File: src/rtl/io_route_pkg.sv
package io_route_pkg;

  localparam int NWIN = 7;

  typedef enum logic [1:0] {
    RT_INT = 2'd0,
    RT_EXP = 2'd1,
    RT_ISA = 2'd2,
    RT_TMO = 2'd3
  } route_e;

  typedef enum logic [2:0] {
    S_IDLE,
    S_INT,
    S_EXP,
    S_ISA,
    S_DONE
  } rstate_e;

  // Lower bound of window i
  function automatic logic [15:0] win_lo(input int i);
    case (i)
      0: return 16'h0170;
      1: return 16'h0376;
      2: return 16'h01F0;
      3: return 16'h03F6;
      4: return 16'h0278;
      5: return 16'h0378;
      default: return 16'h03BC;
    endcase
  endfunction

  // Upper bound of window i (inclusive)
  function automatic logic [15:0] win_hi(input int i);
    case (i)
      0: return 16'h0177;
      1: return 16'h0377;
      2: return 16'h01F7;
      3: return 16'h03F7;
      4: return 16'h027F;
      5: return 16'h037F;
      default: return 16'h03BF;
    endcase
  endfunction

  // Enable bit that governs window i
  function automatic int win_bit(input int i);
    case (i)
      0, 1: return 4;
      2, 3: return 3;
      4: return 2;
      5: return 1;
      default: return 0;
    endcase
  endfunction

  // Window whose top address is never claimed on a write
  function automatic logic win_wr_excl(input int i);
    return (i == 1) || (i == 3);
  endfunction

endpackage

File: src/rtl/io_route_cfg.sv
module io_route_cfg #(
  parameter int CFG_W = 8,
  parameter int EN_W  = 5
) (
  input  logic             clk,
  input  logic             rst_n,
  input  logic             we,
  input  logic [CFG_W-1:0] wdata,
  output logic [EN_W-1:0]  en
);

  logic unused_rsv;
  assign unused_rsv = ^wdata[CFG_W-1:EN_W];

  always_ff @(posedge clk or negedge rst_n) begin
    if (!rst_n)  en <= '0;
    else if (we) en <= wdata[EN_W-1:0];
  end

  a_r11_cfg_load: assert property (@(posedge clk) disable iff (!rst_n)
    we |=> en == $past(wdata[EN_W-1:0]));

endmodule

File: src/rtl/io_window_decode.sv
module io_window_decode
  import io_route_pkg::*;
#(
  parameter int ADDR_W = 16,
  parameter int EN_W   = 5
) (
  input  logic [ADDR_W-1:0] addr,
  input  logic              wr,
  input  logic [EN_W-1:0]   en,
  output logic              claim
);

  logic [NWIN-1:0] hit;

  for (genvar g = 0; g < NWIN; g++) begin : g_win
    localparam logic [ADDR_W-1:0] LO  = ADDR_W'(win_lo(g));
    localparam logic [ADDR_W-1:0] HI  = ADDR_W'(win_hi(g));
    localparam int                BIT = win_bit(g);
    localparam logic              WRX = win_wr_excl(g);
    logic in_rng, blocked;
    assign in_rng  = (addr >= LO) && (addr <= HI);
    assign blocked = WRX && wr && (addr == HI);
    assign hit[g]  = in_rng && en[BIT] && !blocked;
  end

  assign claim = |hit;

  // writes to the two guarded addresses are never claimed
  always_comb begin
    if (wr && ((addr == ADDR_W'(16'h0377)) || (addr == ADDR_W'(16'h03F7))))
      a_r6_wr_excl: assert (!claim);
  end

endmodule

File: src/rtl/io_route_fsm.sv
module io_route_fsm
  import io_route_pkg::*;
#(
  parameter int ADDR_W      = 16,
  parameter int DATA_W      = 8,
  parameter int TIMEOUT_CYC = 16
) (
  input  logic              clk,
  input  logic              rst_n,
  input  logic              hst_valid,
  output logic              hst_ready,
  input  logic [ADDR_W-1:0] hst_addr,
  input  logic              hst_write,
  input  logic              claim,
  output logic              rsp_valid,
  input  logic              rsp_ready,
  output logic [DATA_W-1:0] rsp_data,
  output logic [1:0]        rsp_route,
  output logic [ADDR_W-1:0] dn_addr,
  output logic              dn_write,
  output logic              dev_req_valid,
  input  logic              dev_req_ready,
  input  logic              dev_rsp_valid,
  input  logic [DATA_W-1:0] dev_rsp_data,
  output logic              exp_req_valid,
  input  logic              exp_req_ready,
  input  logic              exp_rsp_valid,
  input  logic              exp_rsp_mabort,
  input  logic [DATA_W-1:0] exp_rsp_data,
  output logic              isa_req_valid,
  input  logic              isa_req_ready,
  input  logic              isa_rsp_valid,
  input  logic [DATA_W-1:0] isa_rsp_data
);

  localparam int CNT_W = $clog2(TIMEOUT_CYC + 1);
  localparam logic [CNT_W-1:0] CNT_LAST = CNT_W'(TIMEOUT_CYC - 1);

  rstate_e           state;
  logic              sent;
  logic [CNT_W-1:0]  cnt;
  logic [ADDR_W-1:0] addr_q;
  logic              wr_q;
  logic [DATA_W-1:0] data_q;
  route_e            route_q;

  assign hst_ready     = (state == S_IDLE);
  assign rsp_valid     = (state == S_DONE);
  assign rsp_data      = data_q;
  assign rsp_route     = route_q;
  assign dn_addr       = addr_q;
  assign dn_write      = wr_q;
  assign dev_req_valid = (state == S_INT) && !sent;
  assign exp_req_valid = (state == S_EXP) && !sent;
  assign isa_req_valid = (state == S_ISA) && !sent;

  always_ff @(posedge clk or negedge rst_n) begin
    if (!rst_n) begin
      state   <= S_IDLE;
      sent    <= 1'b0;
      cnt     <= '0;
      addr_q  <= '0;
      wr_q    <= 1'b0;
      data_q  <= '0;
      route_q <= RT_INT;
    end else begin
      case (state)
        S_IDLE: if (hst_valid) begin
          addr_q <= hst_addr;
          wr_q   <= hst_write;
          sent   <= 1'b0;
          state  <= claim ? S_INT : S_EXP;
        end
        S_INT: begin
          if (!sent) begin
            if (dev_req_ready) sent <= 1'b1;
          end else if (dev_rsp_valid) begin
            data_q  <= dev_rsp_data;
            route_q <= RT_INT;
            state   <= S_DONE;
          end
        end
        S_EXP: begin
          if (!sent) begin
            if (exp_req_ready) sent <= 1'b1;
          end else if (exp_rsp_valid) begin
            if (exp_rsp_mabort) begin
              sent  <= 1'b0;
              state <= S_ISA;
            end else begin
              data_q  <= exp_rsp_data;
              route_q <= RT_EXP;
              state   <= S_DONE;
            end
          end
        end
        S_ISA: begin
          if (!sent) begin
            if (isa_req_ready) begin
              sent <= 1'b1;
              cnt  <= '0;
            end
          end else if (isa_rsp_valid) begin
            data_q  <= isa_rsp_data;
            route_q <= RT_ISA;
            state   <= S_DONE;
          end else if (cnt == CNT_LAST) begin
            data_q  <= '1;
            route_q <= RT_TMO;
            state   <= S_DONE;
          end else begin
            cnt <= cnt + 1'b1;
          end
        end
        S_DONE: if (rsp_ready) state <= S_IDLE;
        default: state <= S_IDLE;
      endcase
    end
  end

  a_r2_one_target: assert property (@(posedge clk) disable iff (!rst_n)
    $onehot0({dev_req_valid, exp_req_valid, isa_req_valid}));

  a_r2_busy_no_accept: assert property (@(posedge clk) disable iff (!rst_n)
    (hst_valid && hst_ready) |=> !hst_ready);

  a_r9_dev_hold: assert property (@(posedge clk) disable iff (!rst_n)
    (dev_req_valid && !dev_req_ready) |=> dev_req_valid && $stable(dn_addr) && $stable(dn_write));

  a_r9_exp_hold: assert property (@(posedge clk) disable iff (!rst_n)
    (exp_req_valid && !exp_req_ready) |=> exp_req_valid && $stable(dn_addr) && $stable(dn_write));

  a_r9_isa_hold: assert property (@(posedge clk) disable iff (!rst_n)
    (isa_req_valid && !isa_req_ready) |=> isa_req_valid && $stable(dn_addr) && $stable(dn_write));

  a_r10_rsp_hold: assert property (@(posedge clk) disable iff (!rst_n)
    (rsp_valid && !rsp_ready) |=> rsp_valid && $stable(rsp_data) && $stable(rsp_route));

  a_r7_isa_after_abort: assert property (@(posedge clk) disable iff (!rst_n)
    $rose(isa_req_valid) |-> $past(exp_rsp_valid && exp_rsp_mabort));

  a_r8_timeout_done: assert property (@(posedge clk) disable iff (!rst_n)
    (state == S_ISA && sent && !isa_rsp_valid && cnt == CNT_LAST)
      |=> rsp_valid && (rsp_data == '1) && (rsp_route == RT_TMO));

endmodule

File: src/rtl/io_decode_router.sv
module io_decode_router #(
  parameter int ADDR_W      = 16,
  parameter int DATA_W      = 8,
  parameter int CFG_W       = 8,
  parameter int EN_W        = 5,
  parameter int TIMEOUT_CYC = 16
) (
  input  logic              clk,
  input  logic              rst_n,
  input  logic              hst_valid,
  output logic              hst_ready,
  input  logic [ADDR_W-1:0] hst_addr,
  input  logic              hst_write,
  output logic              rsp_valid,
  input  logic              rsp_ready,
  output logic [DATA_W-1:0] rsp_data,
  output logic [1:0]        rsp_route,
  input  logic              cfg_we,
  input  logic [CFG_W-1:0]  cfg_wdata,
  output logic [ADDR_W-1:0] dn_addr,
  output logic              dn_write,
  output logic              dev_req_valid,
  input  logic              dev_req_ready,
  input  logic              dev_rsp_valid,
  input  logic [DATA_W-1:0] dev_rsp_data,
  output logic              exp_req_valid,
  input  logic              exp_req_ready,
  input  logic              exp_rsp_valid,
  input  logic              exp_rsp_mabort,
  input  logic [DATA_W-1:0] exp_rsp_data,
  output logic              isa_req_valid,
  input  logic              isa_req_ready,
  input  logic              isa_rsp_valid,
  input  logic [DATA_W-1:0] isa_rsp_data
);

  logic [EN_W-1:0] en;
  logic            claim;

  io_route_cfg #(.CFG_W(CFG_W), .EN_W(EN_W)) cfg_i (
    .clk(clk), .rst_n(rst_n), .we(cfg_we), .wdata(cfg_wdata), .en(en)
  );

  io_window_decode #(.ADDR_W(ADDR_W), .EN_W(EN_W)) dec_i (
    .addr(hst_addr), .wr(hst_write), .en(en), .claim(claim)
  );

  io_route_fsm #(.ADDR_W(ADDR_W), .DATA_W(DATA_W), .TIMEOUT_CYC(TIMEOUT_CYC)) fsm_i (
    .clk(clk), .rst_n(rst_n),
    .hst_valid(hst_valid), .hst_ready(hst_ready), .hst_addr(hst_addr), .hst_write(hst_write),
    .claim(claim),
    .rsp_valid(rsp_valid), .rsp_ready(rsp_ready), .rsp_data(rsp_data), .rsp_route(rsp_route),
    .dn_addr(dn_addr), .dn_write(dn_write),
    .dev_req_valid(dev_req_valid), .dev_req_ready(dev_req_ready),
    .dev_rsp_valid(dev_rsp_valid), .dev_rsp_data(dev_rsp_data),
    .exp_req_valid(exp_req_valid), .exp_req_ready(exp_req_ready),
    .exp_rsp_valid(exp_rsp_valid), .exp_rsp_mabort(exp_rsp_mabort), .exp_rsp_data(exp_rsp_data),
    .isa_req_valid(isa_req_valid), .isa_req_ready(isa_req_ready),
    .isa_rsp_valid(isa_rsp_valid), .isa_rsp_data(isa_rsp_data)
  );

  a_r1_idle_after_reset: assert property (@(posedge clk) disable iff (!rst_n)
    $rose(rst_n) |-> hst_ready && !rsp_valid);

endmodule

File: config.mk
export PLATFORM = sky130hd
export DESIGN_NAME = io_decode_router
export DESIGN_NICKNAME = d
export VERILOG_FILES = /design/src/rtl/io_route_pkg.sv /design/src/rtl/io_route_cfg.sv /design/src/rtl/io_window_decode.sv /design/src/rtl/io_route_fsm.sv /design/src/rtl/io_decode_router.sv
export SDC_FILE = /design/constraint.sdc
export NUM_CORES = 1
export LEC_CHECK = 0
export ABC_AREA = 1
export CORE_ASPECT_RATIO = 1.1
export CORE_MARGIN = 3
export CORE_UTILIZATION = 35
export DETAILED_ROUTE_END_ITERATION = 10
export PLACE_DENSITY = 0.7
export SETUP_SLACK_MARGIN = 0.4
export SLEW_MARGIN = 10
export SYNTH_ARGS = -nofsm -noshare
export SYNTH_HDL_FRONTEND = slang
export SYNTH_SLANG_ARGS = --single-unit
export TNS_END_PERCENT = 5
File: constraint.sdc
create_clock -name clk -period 1.55 [get_ports clk]
set_input_delay 0.31 -clock clk [delete_from_list [all_inputs] [get_ports clk]]
set_output_delay 0.31 -clock clk [all_outputs]
set_load 0.02 [all_outputs]
==> results by group, run 1 <==
Status
  – Run status: finished, violations left
  – Violated checks: setup timing

Logic synthesis
  – Post-synth top area cell: dfrtp_1
  – Yosys reg bits: 41
  – Largest cells by area after synthesis: dfrtp_1, nand2_1, o21ai_0
  – Cells after Synth: 308
  – Syn Nets: 371
  – Synth cell types: 33
  – Synth top area share: 0.449
  – Sequential-to-total area share from yosys stat: 0.449
  – Mapped Area: 2280 sq um
  – Yosys warnings: 0
  – Average footprint of a synthesized cell: 7.41 sq um

Power
  – Sw Ratio: 0.429
  – Power density over cell area: 1680 nW/um^2
  – Comb power frac: 0.602
  – Internal Pwr Total: 0.00366 W
  – Static Leakage: 1.89 nW
  – Peak supply drop: 737 uV
  – Net Sw Power: 0.00275 W
  – Total power: 0.00642 W
  – Sequential share of power: 0.292
  – Clk network pwr share: 0.106

Routing
  – # DRC: 0
  – Vias: 2467
  – Final ANT Viol Nets: 0
  – Wire length per cell: 12.8 um
  – Vias per std cell: 4.70
  – Initial DRC count: 73
  – 1st-pass router iterations: 4
  – Final wirelength: 6.74 mm

Worst setup path
  – Buffers & Inverters on Critical Path: 1
  – Critical path type: reg -> reg
  – Crit path max fanout: 7
  – Worst EP arrival: 1.84 ns
  – Slowest library cell on the worst path: dfrtp_1
  – Crit. End Element: flip-flop
  – Worst path top cell family by delay: simple AND/OR/NAND/NOR gates
  – Crit-path cells: ha_2 > nand2_2 > nor2_2 > ha_2 > nor2_4 > a21oi_4 > nand4_4 > buf_6 > nand2_1 > nand2_1
  – Crit path launch type: flip-flop
  – Max stage delay on crit path: 0.36 ns
  – Worst path required time: 1.73 ns

Floorplanning
  – Chip width: 83.0 um
  – Core Rows: 30
  – Core Footprint: 6230 sq um
  – Initial cell density of the core: 0.366
  – Die Height: 90.7 um
  – Die area: 7530 sq um
  – Num ports: 93

Job
  – Max cap viols: 0

Finish
  – Commonest cells after routing, fill and taps aside: nand2_1, clkdlybuf4s50_1, buf_4
  – Fill cells: 585
  – Register area: 1030 sq um
  – Most common cell after layout, fill and taps aside: nand2_1
  – Nets: 507
  – Utilization after layout: 0.614
  – # diodes: 0
  – Layout cell share with drive strength beyond 1: 0.328
  – Design Area, Final: 3830 sq um
  – Synth-to-layout area growth: 67.7%
  – Area of the multi-input gates: 1200 sq um

STA
  – Max-slew headroom: 0.644
  – Crit share post-route: 1.07
  – RSZ-0062 raised after global routing: yes
  – Final max-slew violation count: 0
  – Actual slew at the worst max-slew pin: 0.534 ns
  – Period minus WS final: 1.66 ns
  – Final hold violations: 0
  – Fmax: 603 MHz
  – Final Setup Violations: 17
  – Layout Skew: 0.00540 ns
  – Setup TNS Final: -1.11 ns
  – Setup ws final: -0.109 ns

Clock tree
  – # clock sinks: 41
  – CTS Buffer Depth: 2
  – Clock root buffer: clkbuf_8
  – Clk slew on worst S/H paths: 0.08 ns
  – TritonCTS buffer count: 5
  – CTS tree: built
  – Htree depth: 2
  – Latest clock arrival within the worst-skew pair: 0.29 ns

Global routing
  – Largest net degree at the start of global routing: 42
  – First-pass GRT wire length: 11.6 mm
  – Number of global-route vias before repair: 2535
  – Total gr overflow: 0
  – GRT Util Overall: 0.186
  – Initial antenna violation count: 0

Place
  – GP Congestion: 0.818
  – Port Buf Inserts: 89
  – Cell Area, Placed: 3540 sq um
  – Post-DP HPWL: 5.09 mm
  – Pre-CTS setup slack: -0.287 ns

Hold path
  – Worst Hold Class: in -> async
metrics by stage:
stage          hold slack, ns  instances
6_report               0.0769        525
5_1_grt                 0.130        525
4_1_cts                0.0926        522
3_5_place_dp            0.416        511
3_3_place_gp            0.419        511
2_1_floorplan          0.0144        308
area by class of cell:
cell class,count,area share
repair buffers,137,0.333
clock buffers,6,0.0190
multi-input cells,223,0.315
inverters,36,0.0359
clock inverters,2,0.00261
flip-flops and latches,41,0.269
well taps,80,0.0261
flip-flops by register name (all words and copies together) (netlist names):
register and flops:
fsm_i.cnt 5, fsm_i.rsp_data 8, cfg_i.en 5, fsm_i.sent 1, fsm_i.dn_write 1, fsm_i.rsp_route 2, fsm_i.state 3, fsm_i.dn_addr 16
timing repair:
item,in CTS,in global routing
endpoints found under the setup margin,68,68
hold buffers,0,0
pin swaps,4,7
gates resized for setup,182,33
setup buffers,3,3
per-layer routing:
metal,global-route usage,vias to the layer above,part of all wire
met2,0.328,85,0.50
li1,-,1255,-
met3,0.0502,12,0.064
met4,0.0572,0,0.015
met1,0.218,1115,0.42
met5,0,-,0
worst paths after layout:
check	startpoint	to	slack (ns)	cells past startpoint
min reg2reg	fsm_i.rsp_data[0]$_DFFE_PN0P_	fsm_i.rsp_data[0]$_DFFE_PN0P_	0.48	2
max reg2reg	fsm_i.cnt[0]$_DFFE_PN0P_	fsm_i.rsp_data[2]$_DFFE_PN0P_	-0.11	10
max in group asynchronous	rst_n	fsm_i.state[1]$_DFFE_PN0P_	1.08	2
min in group clk	fsm_i.rsp_data[0]$_DFFE_PN0P_	fsm_i.rsp_data[0]$_DFFE_PN0P_	0.48	2
max	fsm_i.cnt[0]$_DFFE_PN0P_	fsm_i.rsp_data[2]$_DFFE_PN0P_	-0.11	10
min	rst_n	fsm_i.cnt[3]$_DFFE_PN0P_	0.08	2
power by group through the flow:
stage	logic [W]	clock network, W	registers [W]
final	0.00386	0.000679	0.00187
after CTS	0.00372	0.000715	0.00183
after global placement	0.00342	0	0.00178
after floorplan	0.00145	0	0.00218
after detailed placement	0.00349	0	0.00179
after global routing	0.00421	0.000753	0.00193
logic make-up after synthesis:
logic type / after synthesis / synth area share
adders and majority gates: 2 / 0.0110
AOI/OAI and AO/OA: 45 / 0.112
and+or+nand+nor: 172 / 0.322
buffers and inverters: 44 / 0.0860
muxes: 4 / 0.0192
DFF: 41 / 0.449
cell usage after synthesis:
library cell,number
a211oi_2,1
a21oi_1,4
a21oi_2,1
a31oi_1,1
buf_2,1
buf_4,1
buf_6,3
clkbuf_1,2
clkbuf_4,1
dfrtp_1,41
ha_1,2
inv_1,29
inv_2,7
mux2_2,3
mux2i_1,1
nand2_1,110
nand2_2,3
nand2_4,1
nand3_1,20
nand4_1,3
nand4_2,1
nor2_1,24
nor2_2,1
nor2_4,2
nor3_1,4
nor3_2,1
nor4_1,1
o211ai_1,1
o21ai_0,33
o21ai_2,2
o22ai_1,1
o22ai_2,1
or2_1,1
Note: power is estimated with default switching activity, not from simulation.
==> inputs of run 2 (changes only) <==
--- a/config.mk
+++ b/config.mk
@@ -9,3 +9,3 @@
 export CORE_ASPECT_RATIO = 1.1
-export CORE_MARGIN = 3
+export CORE_MARGIN = 2
 export CORE_UTILIZATION = 35
@@ -14,3 +14,3 @@
 export SETUP_SLACK_MARGIN = 0.4
-export SLEW_MARGIN = 10
+export SLEW_MARGIN = 40
 export SYNTH_ARGS = -nofsm -noshare
==> constraint.sdc (replaced) <==
create_clock -name clk -period 1.55 [get_ports clk]
set_input_delay 0.2325 -clock clk [delete_from_list [all_inputs] [get_ports clk]]
set_output_delay 0.2325 -clock clk [all_outputs]
set_load 0.02 [all_outputs]
==> run 2 against run 1 <==
Against the previous run: the flow still finishes with violations (setup timing); non-clock buffer count shrank 12; critical path depth is the same; global-route usage decreased by 0.12 points; first-iteration DRC count increased by 2.7%; design area fell by 6.6%; clock power up 33%; largest cell class is now multi-input gates; highest routed layer unchanged.
==> results by group, run 2 (synthesized netlist as in run 1, its figures left out) <==
Status
  – Run status: finished, violations left (unchanged)
  – Violated checks: setup timing (unchanged)

Clock tree
  – Latest clock arrival within the worst-skew pair: 0.29 ns (about the same)
  – TritonCTS buffer count: 5 (unchanged)
  – # clock sinks: 41 (unchanged)
  – Clock root buffer: clkbuf_8 (unchanged)
  – CTS Hold Bufs: 0 (unchanged)
  – Htree depth: 2 (unchanged)
  – CTS Buffer Depth: 2 (unchanged)
  – Clk slew on worst S/H paths: 0.08 ns (about the same)
  – CTS tree: built (unchanged)

Worst setup path
  – Max stage delay on crit path: 0.37 ns (was 0.36 ns)
  – Worst EP arrival: 1.95 ns (was 1.84 ns)
  – Buffers & Inverters on Critical Path: 2 (was 1)
  – Crit path max fanout: 5 (was 7)
  – Worst path top cell family by delay: flip-flops (was simple AND/OR/NAND/NOR gates)
  – Crit path launch type: flip-flop (unchanged)
  – Crit. End Element: flip-flop (unchanged)
  – R2R Path Start: fsm_i.cnt[0]$_DFFE_PN0P_ (unchanged)
  – Reg-to-Reg End: fsm_i.rsp_route[0]$_DFFE_PN0P_ (was fsm_i.rsp_data[2]$_DFFE_PN0P_)
  – Worst reg2reg setup slack: -0.17 ns (was -0.11 ns)
  – Worst path required time: 1.77 ns (was 1.73 ns)
  – Reg2reg path depth: 10 (unchanged)
  – Crit-path cells: ha_2 > nand2_2 > nor2_2 > ha_2 > nor2_2 > a21oi_2 > nand4_2 > buf_6 > buf_4 > o21ai_2 (was ha_2 > nand2_2 > nor2_2 > ha_2 > nor2_4 > a21oi_4 > nand4_4 > buf_6 > nand2_1 > nand2_1)
  – Critical path type: reg -> reg (unchanged)
  – Slowest library cell on the worst path: dfrtp_1 (unchanged)

Place
  – Post-DP HPWL: 4.91 mm (was 5.09 mm)
  – Port Buf Inserts: 89 (unchanged)
  – GP Congestion: 0.847 (was 0.818)
  – Cell Area, Placed: 3460 sq um (was 3540 sq um)

Power
  – Static Leakage: 1.80 nW (was 1.89 nW)
  – Peak supply drop: 941 uV (was 737 uV)
  – Total power: 0.00598 W (was 0.00642 W)
  – Power density over cell area: 1670 nW/um^2 (was 1680 nW/um^2)

Routing
  – Vias per std cell: 4.60 (was 4.70)
  – 1st-pass router iterations: 4 (unchanged)
  – Initial DRC count: 75 (was 73)
  – Vias: 2359 (was 2467)
  – Final wirelength: 6.39 mm (was 6.74 mm)
  – # DRC: 0 (unchanged)
  – Wire length per cell: 12.5 um (was 12.8 um)
  – Final ANT Viol Nets: 0 (unchanged)

Finish
  – Nets: 495 (was 507)
  – Fill cells: 621 (was 585)
  – Design Area, Final: 3580 sq um (was 3830 sq um)
  – Largest register FFs: 16 (unchanged)
  – # diodes: 0 (unchanged)
  – Commonest cells after routing, fill and taps aside: nand2_1, clkdlybuf4s50_1, dfrtp_1 (was nand2_1, clkdlybuf4s50_1, buf_4)
  – Synth-to-layout area growth: 56.6% (was 67.7%)
  – Most common cell after layout, fill and taps aside: nand2_1 (unchanged)
  – Layout cell share with drive strength beyond 1: 0.270 (was 0.328)

Hold path
  – Worst Hold Class: in -> async (unchanged)

STA
  – Max-slew headroom: 0.649 (was 0.644)
  – Fmax: 580 MHz (was 603 MHz)
  – Final max-slew violation count: 0 (unchanged)
  – Actual slew at the worst max-slew pin: 0.526 ns (was 0.534 ns)
  – Crit share post-route: 1.11 (was 1.07)
  – Final hold violations: 0 (unchanged)
  – RSZ-0062 raised after global routing: yes (unchanged)
  – Setup ws final: -0.174 ns (was -0.109 ns)
  – Layout Skew: 0.00675 ns (was 0.00540 ns)
  – Final Setup Violations: 17 (unchanged)
  – Period minus WS final: 1.72 ns (was 1.66 ns)

Floorplanning
  – Initial cell density of the core: 0.366 (unchanged)
  – Core Footprint: 6230 sq um (unchanged)
  – Num ports: 93 (unchanged)
  – Chip width: 81.0 um (was 83.0 um)
  – Die Height: 88.7 um (was 90.7 um)
  – Core Rows: 30 (unchanged)
  – Die area: 7190 sq um (was 7530 sq um)

Global routing
  – Total gr overflow: 0 (unchanged)
  – First-pass GRT wire length: 10.3 mm (was 11.6 mm)
  – Initial antenna violation count: 0 (unchanged)
  – Largest net degree at the start of global routing: 42 (unchanged)
  – Number of global-route vias before repair: 2279 (was 2535)
  – GRT Util Overall: 0.184 (was 0.186)

Job
  – Max cap viols: 0 (unchanged)
## run 2: worst max path at each step
stage	slack, ns	startpoint	cells past startpoint	end
3_5_place_dp	-0.22	hst_addr[15]	14	fsm_i.state[0]$_DFFE_PN0P_
6_report	-0.17	fsm_i.cnt[0]$_DFFE_PN0P_	10	fsm_i.rsp_route[0]$_DFFE_PN0P_
5_1_grt	-0.26	fsm_i.cnt[0]$_DFFE_PN0P_	10	fsm_i.rsp_route[0]$_DFFE_PN0P_
4_1_cts	-0.19	fsm_i.cnt[0]$_DFFE_PN0P_	10	fsm_i.rsp_route[0]$_DFFE_PN0P_
3_3_place_gp	-0.18	hst_addr[7]	10	fsm_i.state[1]$_DFFE_PN0P_
2_1_floorplan	-0.03	fsm_i.cnt[0]$_DFFE_PN0P_	10	fsm_i.cnt[3]$_DFFE_PN0P_
## run 2: through the flow
step | setup slack [ns] | hold WS [ns] | utilization | std cells | TNS, ns
CTS | -0.189 | 0.0232 | 0.572 | 512 | -1.63
global route | -0.259 | 0.0347 | 0.574 | 513 | -3.46
floorplan | -0.0260 | -0.0631 | - | 308 | -0.0264
finish | -0.174 | 0.00355 | 0.574 | 513 | -1.92
global placement | -0.182 | 0.338 | 0.556 | 502 | -1.86
detailed placement | -0.220 | 0.337 | 0.556 | 502 | -2.61
## run 2: power by group
part,internal (W),leakage [nW],switching (W)
Sequential,0.00153,0.509,0.000306
Clock,0.000524,0.0574,0.000379
Combinational,0.00139,1.24,0.00186
## run 2: layer usage
layer	track usage	share of wire	vias up
met5	0	0	-
met4	0.0416	0.0049	0
met3	0.0439	0.070	4
met1	0.222	0.43	1049
met2	0.334	0.49	76
li1	-	-	1230
## run 2: what timing repair did
item,in CTS,in global routing
setup endpoints to repair,68,49
endpoints found under the hold margin,0,0
gates resized for setup,145,7
pin swaps,8,6
buffers inserted,2,1
## run 2: final cells by class
cell class              instances  area, sq um  area share
multi-input cells             223         1130       0.317
repair buffers                125         1060       0.296
flip-flops and latches         41         1030       0.288
inverters                      36          135      0.0378
well taps                      80          100      0.0280
clock buffers                   6         82.6      0.0231
clock inverters                 2         37.5      0.0105
